$ cat config.mk
export PLATFORM = sky130hd
export DESIGN_NAME = sram_port_decoder
export DESIGN_NICKNAME = d
export VERILOG_FILES = /design/src/rtl/spd_pkg.sv /design/src/rtl/spd_sync.sv /design/src/rtl/spd_array.sv /design/src/rtl/spd_cycle_ctrl.sv /design/src/rtl/sram_port_decoder.sv
export SDC_FILE = /design/constraint.sdc
export NUM_CORES = 2
export LEC_CHECK = 0
export BUFFER_PORTS_ARGS = -buffer_cell sky130_fd_sc_hd__buf_2
export CAP_MARGIN = 20
export CORE_MARGIN = 3
export CORE_UTILIZATION = 40
export DETAILED_ROUTE_END_ITERATION = 10
export PLACE_DENSITY = 0.6
export SLEW_MARGIN = 20
export SYNTH_ARGS = -nofsm -noshare
export SYNTH_HDL_FRONTEND = slang
export SYNTH_MEMORY_MAX_BITS = 65536
export SYNTH_SLANG_ARGS = --single-unit
$ cat constraint.sdc
create_clock -name clk -period 10.1 [get_ports clk]
set_input_delay 2.02 -clock clk [delete_from_list [all_inputs] [get_ports clk]]
set_output_delay 2.02 -clock clk [all_outputs]
set_load 0.01 [all_outputs]
$ cat src/rtl/spd_pkg.sv
// Package spd_pkg
// Shared types for the byte-wide port decoder: the access kind that the
// sampled control strobes select, and the function that decodes it.
// Assumes all strobes are active low and already synchronised.
package spd_pkg;

    typedef enum logic [1:0] {
        ACC_IDLE  = 2'd0,   // select strobe high
        ACC_READ  = 2'd1,   // read with output enabled
        ACC_WRITE = 2'd2,   // write strobe low, qualifier high
        ACC_NOP   = 2'd3    // selected but nothing to do
    } acc_e;

    // Decode the four sampled strobes into an access kind.
    function automatic acc_e decode_access(
        input logic sel_n,
        input logic wr_n,
        input logic out_n,
        input logic nv_n
    );
        acc_e k;
        if (sel_n)       k = ACC_IDLE;
        else if (!nv_n)  k = ACC_NOP;
        else if (!wr_n)  k = ACC_WRITE;
        else if (!out_n) k = ACC_READ;
        else             k = ACC_NOP;
        return k;
    endfunction

endpackage

$ cat src/rtl/spd_sync.sv
// Module spd_sync
// Multi-stage synchroniser for a group of asynchronous pins. Each bit passes
// through STAGES flops. The whole group is sampled in lockstep, so the
// relative order of pin changes is kept when they are a full clock apart.
// Assumes the pins change no faster than once per few clocks.
module spd_sync #(
    parameter int            W       = 1,
    parameter int            STAGES  = 2,
    parameter logic [W-1:0]  RST_VAL = '0
) (
    input  logic         clk,
    input  logic         rst_n,
    input  logic [W-1:0] d,
    output logic [W-1:0] q
);

    logic [W-1:0] chain [STAGES];

    generate
        for (genvar g = 0; g < STAGES; g++) begin : g_stage
            if (g == 0) begin : g_first
                // First stage samples the raw pins.
                always_ff @(posedge clk) begin
                    if (!rst_n) chain[g] <= RST_VAL;
                    else        chain[g] <= d;
                end
            end else begin : g_next
                // Later stages resample the previous stage.
                always_ff @(posedge clk) begin
                    if (!rst_n) chain[g] <= RST_VAL;
                    else        chain[g] <= chain[g-1];
                end
            end
        end
    endgenerate

    assign q = chain[STAGES-1];

endmodule

$ cat src/rtl/spd_array.sv
// Module spd_array
// The word store: one synchronous write port and a registered read port.
// The read register loads only while a read is requested, so the output
// holds its last value otherwise. Contents are not cleared by reset.
module spd_array #(
    parameter int AW = 9,
    parameter int DW = 8
) (
    input  logic          clk,
    input  logic          rst_n,
    input  logic          wr_en,
    input  logic [AW-1:0] wr_addr,
    input  logic [DW-1:0] wr_data,
    input  logic          rd_en,
    input  logic [AW-1:0] rd_addr,
    output logic [DW-1:0] rd_data
);

    localparam int DEPTH = 1 << AW;

    logic [DW-1:0] store [DEPTH];

    // Commit one word when the controller requests it.
    always_ff @(posedge clk) begin
        if (wr_en) store[wr_addr] <= wr_data;
    end

    // Register the addressed word while a read is in progress.
    always_ff @(posedge clk) begin
        if (!rst_n)     rd_data <= '0;
        else if (rd_en) rd_data <= store[rd_addr];
    end

endmodule

$ cat src/rtl/spd_cycle_ctrl.sv
// Module spd_cycle_ctrl
// Tracks read and write cycles from the synchronised strobes. A write opens
// when the decode shows a write. Address and data are held every open
// cycle, and the write is committed on the cycle it closes. It is not
// committed if the address moved or the qualifier dropped. Bus drive is
// registered and blocked for an access whose select fell with write low.
module spd_cycle_ctrl
    import spd_pkg::*;
#(
    parameter int AW = 9,
    parameter int DW = 8
) (
    input  logic          clk,
    input  logic          rst_n,
    input  logic          sel_n,
    input  logic          wr_n,
    input  logic          out_n,
    input  logic          nv_n,
    input  logic [AW-1:0] addr,
    input  logic [DW-1:0] din,
    output logic          mem_we,
    output logic [AW-1:0] mem_waddr,
    output logic [DW-1:0] mem_wdata,
    output logic          mem_re,
    output logic          drive,
    output logic          err
);

    acc_e          kind;
    logic          wr_act;
    logic          wr_open;
    logic          wr_start;
    logic          wr_close;
    logic          nv_abort;
    logic          sel_prev;
    logic          quiet;
    logic [AW-1:0] hold_addr;
    logic [DW-1:0] hold_data;

    // Classify the current sample and derive the write-cycle events.
    always_comb begin
        kind     = decode_access(sel_n, wr_n, out_n, nv_n);
        wr_act   = (kind == ACC_WRITE);
        wr_start = wr_act && !wr_open;
        wr_close = wr_open && !wr_act;
        nv_abort = !sel_n && !wr_n && !nv_n;
    end

    // Track whether a write is open and hold its address and data.
    always_ff @(posedge clk) begin
        if (!rst_n) begin
            wr_open   <= 1'b0;
            hold_addr <= '0;
            hold_data <= '0;
        end else begin
            wr_open <= wr_act;
            if (wr_act) begin
                hold_addr <= addr;
                hold_data <= din;
            end
        end
    end

    // Flag an address change inside an open write; clear on the next write.
    always_ff @(posedge clk) begin
        if (!rst_n)                                   err <= 1'b0;
        else if (wr_start)                            err <= 1'b0;
        else if (wr_act && wr_open && addr != hold_addr) err <= 1'b1;
    end

    // Remember the previous select level to find its falling edge.
    always_ff @(posedge clk) begin
        if (!rst_n) sel_prev <= 1'b1;
        else        sel_prev <= sel_n;
    end

    // Block drive for an access that began with the write strobe low.
    always_ff @(posedge clk) begin
        if (!rst_n)                   quiet <= 1'b0;
        else if (sel_n)               quiet <= 1'b0;
        else if (sel_prev && !wr_n)   quiet <= 1'b1;
    end

    // Register the bus drive for the next cycle.
    always_ff @(posedge clk) begin
        if (!rst_n) drive <= 1'b0;
        else        drive <= (kind == ACC_READ) && !quiet;
    end

    // Commit on close unless the write was flagged or aborted.
    always_comb begin
        mem_we    = wr_close && !err && !nv_abort;
        mem_waddr = hold_addr;
        mem_wdata = hold_data;
        mem_re    = (kind == ACC_READ);
    end

endmodule

$ cat src/rtl/sram_port_decoder.sv
// Module sram_port_decoder
// Top of the byte-wide port decoder. It synchronises the strobes, address
// and data, decodes cycles in spd_cycle_ctrl, and keeps the words in
// spd_array. The data bus is split into an inbound half, an outbound half
// and a drive enable; the pad ring joins them.
module sram_port_decoder #(
    parameter int ADDR_W      = 9,
    parameter int DATA_W      = 8,
    parameter int SYNC_STAGES = 2
) (
    input  logic              clk,
    input  logic              rst_n,
    input  logic              port_sel_n,
    input  logic              port_wr_n,
    input  logic              port_out_n,
    input  logic              port_nv_n,
    input  logic [ADDR_W-1:0] port_addr,
    input  logic [DATA_W-1:0] port_din,
    output logic [DATA_W-1:0] port_dout,
    output logic              port_drive,
    output logic              proto_err
);

    localparam int CTL_W = 4;
    localparam int BUS_W = ADDR_W + DATA_W;

    logic [CTL_W-1:0]  ctl_s;
    logic [BUS_W-1:0]  bus_s;
    logic              sel_s;
    logic              wr_s;
    logic              out_s;
    logic              nv_s;
    logic [ADDR_W-1:0] addr_s;
    logic [DATA_W-1:0] din_s;
    logic              mem_we;
    logic [ADDR_W-1:0] mem_waddr;
    logic [DATA_W-1:0] mem_wdata;
    logic              mem_re;

    spd_sync #(
        .W       (CTL_W),
        .STAGES  (SYNC_STAGES),
        .RST_VAL ({CTL_W{1'b1}})
    ) ctl_sync_i (
        .clk   (clk),
        .rst_n (rst_n),
        .d     ({port_sel_n, port_wr_n, port_out_n, port_nv_n}),
        .q     (ctl_s)
    );

    spd_sync #(
        .W       (BUS_W),
        .STAGES  (SYNC_STAGES),
        .RST_VAL ({BUS_W{1'b0}})
    ) bus_sync_i (
        .clk   (clk),
        .rst_n (rst_n),
        .d     ({port_addr, port_din}),
        .q     (bus_s)
    );

    assign {sel_s, wr_s, out_s, nv_s} = ctl_s;
    assign {addr_s, din_s}            = bus_s;

    spd_cycle_ctrl #(
        .AW (ADDR_W),
        .DW (DATA_W)
    ) ctrl_i (
        .clk       (clk),
        .rst_n     (rst_n),
        .sel_n     (sel_s),
        .wr_n      (wr_s),
        .out_n     (out_s),
        .nv_n      (nv_s),
        .addr      (addr_s),
        .din       (din_s),
        .mem_we    (mem_we),
        .mem_waddr (mem_waddr),
        .mem_wdata (mem_wdata),
        .mem_re    (mem_re),
        .drive     (port_drive),
        .err       (proto_err)
    );

    spd_array #(
        .AW (ADDR_W),
        .DW (DATA_W)
    ) array_i (
        .clk     (clk),
        .rst_n   (rst_n),
        .wr_en   (mem_we),
        .wr_addr (mem_waddr),
        .wr_data (mem_wdata),
        .rd_en   (mem_re),
        .rd_addr (addr_s),
        .rd_data (port_dout)
    );

endmodule

==> results.sh <==
export IMPL_async_flop_share=0
export IMPL_seq_power_share=0.533
export IMPL_layout_setup_ws_ps=4870
export IMPL_drc=0
export IMPL_ir_worst_vdd_mv=0.144
export IMPL_insertion_delay_ps=990
export IMPL_cts_buffers_inserted=411
export IMPL_grt_pass1_wl_mm=637
export IMPL_core_area_mm2=0.401
export IMPL_cts_sinks=4168
export IMPL_internal_power_w=0.0279
export IMPL_ys_ff_latch=4168
export IMPL_fmax_mhz=191
export IMPL_cp_required_ps=10940
export IMPL_max_slew_worst_pin_slew_ps=1290
export IMPL_cts_root_buffer="clkbuf_16"
export IMPL_status="finished, final reports clean"
export IMPL_drt_pass1_iterations=6
export IMPL_place_gp_congestion=0.849
export IMPL_period_needed_ps=5230
export IMPL_relSlewSlack=0.133
export IMPL_ant_nets=0
export IMPL_path_class="reg2reg"
export IMPL_globalRouteOverflowTotal=0
export IMPL_synth_cells=7677
export IMPL_drv_slew=0
export IMPL_final_seq_area_mm2=0.124
export IMPL_hold_path_class="reg2reg"
export IMPL_drtIter0Drc=10900
export IMPL_swShare=0.205
export IMPL_synth_area_per_cell_um2=21.0
export IMPL_start_util=0.403
export IMPL_grt_start_max_net_pins=233
export IMPL_p_switching_w=0.00720
export IMPL_n_fill_cell=33400
export IMPL_worstPathArrival_ps=6070
export IMPL_hpwlAfterDp_mm=266
export IMPL_place_area_mm2=0.168
export IMPL_wirelength_mm=451
export IMPL_multi_input_area_mm2=0.0347
export IMPL_cts_post_setup_buffers_inserted=0
export IMPL_synth_cell_types=66
export IMPL_hold_viol=0
export IMPL_final_cell_area_mm2=0.181
export IMPL_yosys_warnings=0
export IMPL_finClkSkew_ps=75.8
export IMPL_ys_flop_type="edfxtp_1"
export IMPL_synth_area_leaders="edfxtp_1 (76%), mux4_2 (14%), mux2i_1 (1.6%)"
export IMPL_fin_tns_setup_ps=0
export IMPL_synth_top_area_share=0.762
export IMPL_drive_above_1_share=0.232
export IMPL_cts_tree="built"
export IMPL_dieArea_mm2=0.411
export IMPL_area_growth_pct=12.1
export IMPL_nets=7845
export IMPL_vias_per_cell=6.00
export IMPL_cp_end_kind="flip-flop"
export IMPL_io_buffers=32
export IMPL_syn_num_nets=7700
export IMPL_yosysSeqAreaShare=0.771
export IMPL_cts_resized=0
export IMPL_place_ws_ps=4860
export IMPL_crit_path_max_fanout=91
export IMPL_synth_top_cell_by_area="edfxtp_1"
export IMPL_fin_util=0.452
export IMPL_leakagePower_nw=55.3
export IMPL_antenna_found_initial=26
export IMPL_clkSlewWorstSetupHoldPaths_ps=60
export IMPL_grt_use_total=0.218
export IMPL_p_per_area_mw_per_mm2=194
export IMPL_total_power_w=0.0351
export IMPL_die_w_um=641
export IMPL_rows=232
export IMPL_wl_per_cell_um=33.6
export IMPL_num_vias=80700
export IMPL_layout_worst_path_cycle_share=0.518
export IMPL_cts_hold_buf=0
export IMPL_die_y_um=641
export IMPL_io_pins=33
export IMPL_setup_viol=0
export IMPL_p_comb_frac=0.030
export IMPL_synth_edff_count=4096
export IMPL_power_clock_fraction=0.437
export IMPL_cp_start_kind="flip-flop"
export IMPL_grt_pass1_vias=80700
export IMPL_max_cap_violations=0
export IMPL_cts_max_path_buffers=4
export IMPL_htree_num_levels=5
export IMPL_rsz0062_at_grt="no"
export IMPL_mappedNetlistArea_mm2=0.162
[cells in the mapped netlist (16+ instances only)]
cell type	number
o221ai_1	62
a22oi_1	43
nor4_1	16
o22ai_1	62
buf_4	86
buf_2	127
mux4_2	1010
and2_1	53
nand2b_1	16
buf_6	46
a221oi_1	20
clkbuf_1	188
a211oi_1	26
a21oi_1	70
o21ai_0	60
edfxtp_1	4096
a31oi_1	39
mux2_2	21
nor2b_1	21
and3_1	25
dfxtp_1	72
a21boi_0	17
nand3_1	67
nor3_1	20
buf_1	28
nand2_1	333
mux2i_1	266
nor2_1	624
[power groups by stage]
stage	clock network, W	registers (W)	logic (W)
global placement	0	0.0191	0.00104
floorplan	0	0.0191	0.000663
finish	0.0154	0.0187	0.00105
detailed placement	0	0.0191	0.00104
global route	0.0162	0.0187	0.00108
CTS	0.0155	0.0187	0.00105
[worst max-delay path, cell delays in order (launching register included)]
cell and delay (ps):
dfxtp_4 560, buf_12 500, buf_12 580, buf_4 680, mux4_2 610, mux4_2 530, o21ai_0 820, o31ai_1 190
a32o_1 250
[final timing paths]
path,from,endpoint,slack (ps),depth (start not counted)
worst max-delay path,bus_sync_i.chain[1][8]$_SDFF_PN0_,array_i.rd_data[1]$_SDFFE_PN0N_,4870,8
worst min-delay path,ctl_sync_i.chain[0][2]$_SDFF_PN1_,ctl_sync_i.chain[1][2]$_SDFF_PN1_,410,1
worst max register to register,bus_sync_i.chain[1][8]$_SDFF_PN0_,array_i.rd_data[1]$_SDFFE_PN0N_,4870,8
worst min register to register,ctl_sync_i.chain[0][2]$_SDFF_PN1_,ctl_sync_i.chain[1][2]$_SDFF_PN1_,410,1
[cell type report]
type	instances	share of cell area
Sequential cell	4168	0.687
Clock buffer	519	0.0607
Timing Repair Buffer	207	0.0101
Tap cell	5265	0.0364
Multi-Input combinational cell	3024	0.192
Inverter	10	0.000332
Clock inverter	241	0.0132
Antenna cell	10	0.000138
[cells by family (layout without fill, tap and decap cells)]
logic type | count (synthesis) | in the layout | synth area share
compound gates | 510 | 510 | 0.0224
xor+xnor | 9 | 9 | 0.000488
buf+inv | 485 | 977 | 0.0164
flops | 4168 | 4168 | 0.771
mux | 1297 | 1297 | 0.159
other cells | 0 | 10 | 0
simple gates | 1208 | 1208 | 0.0315
[layout by cell type (no fill, tap or decap), drive strengths merged, types with 13 or more instances in the layout]
cell type and instances:
bufinv 43, mux2 21, and3 25, nand2 333, a221oi 20, inv 23
nor3 20, and2 56, nor4 16, a22oi 43, a21boi 17, mux2i 266
clkinv 168, nor2b 21, clkbuf 519, a311oi 14, nor2 624, o21ai 61
a211oi 26, a31oi 39, a21oi 70, o221ai 62, buf 207, edfxtp 4096
dfxtp 72, o22ai 62, nand2b 16, nand3 67, mux4 1010, o211ai 13
clkinvlp 17
[per-stage QoR]
step	hold WS (ps)	instances
floorplan	386	7677
global placement	389	12700
detailed placement	394	12700
CTS	410	13400
global route	433	13400
finish	407	13400
[registers in the layout, indices dropped and copies added (netlist names), 8 cells and up]
register / flops
ctrl_i.mem_wdata: 8
ctrl_i.mem_waddr: 9
ctl_sync_i.chain: 8
array_i.rd_data: 8
bus_sync_i.chain: 34
array_i.store: 4096
[per-layer routing]
metal	GRT usage	up-vias	wire (µm)
met2	0.339	4226	211000
li1	-	32200	-
met3	0.0493	846	43900
met1	0.301	43400	178000
met4	0.0809	12	18800
met5	0	-	66
(Power assumes the default switching activity.)
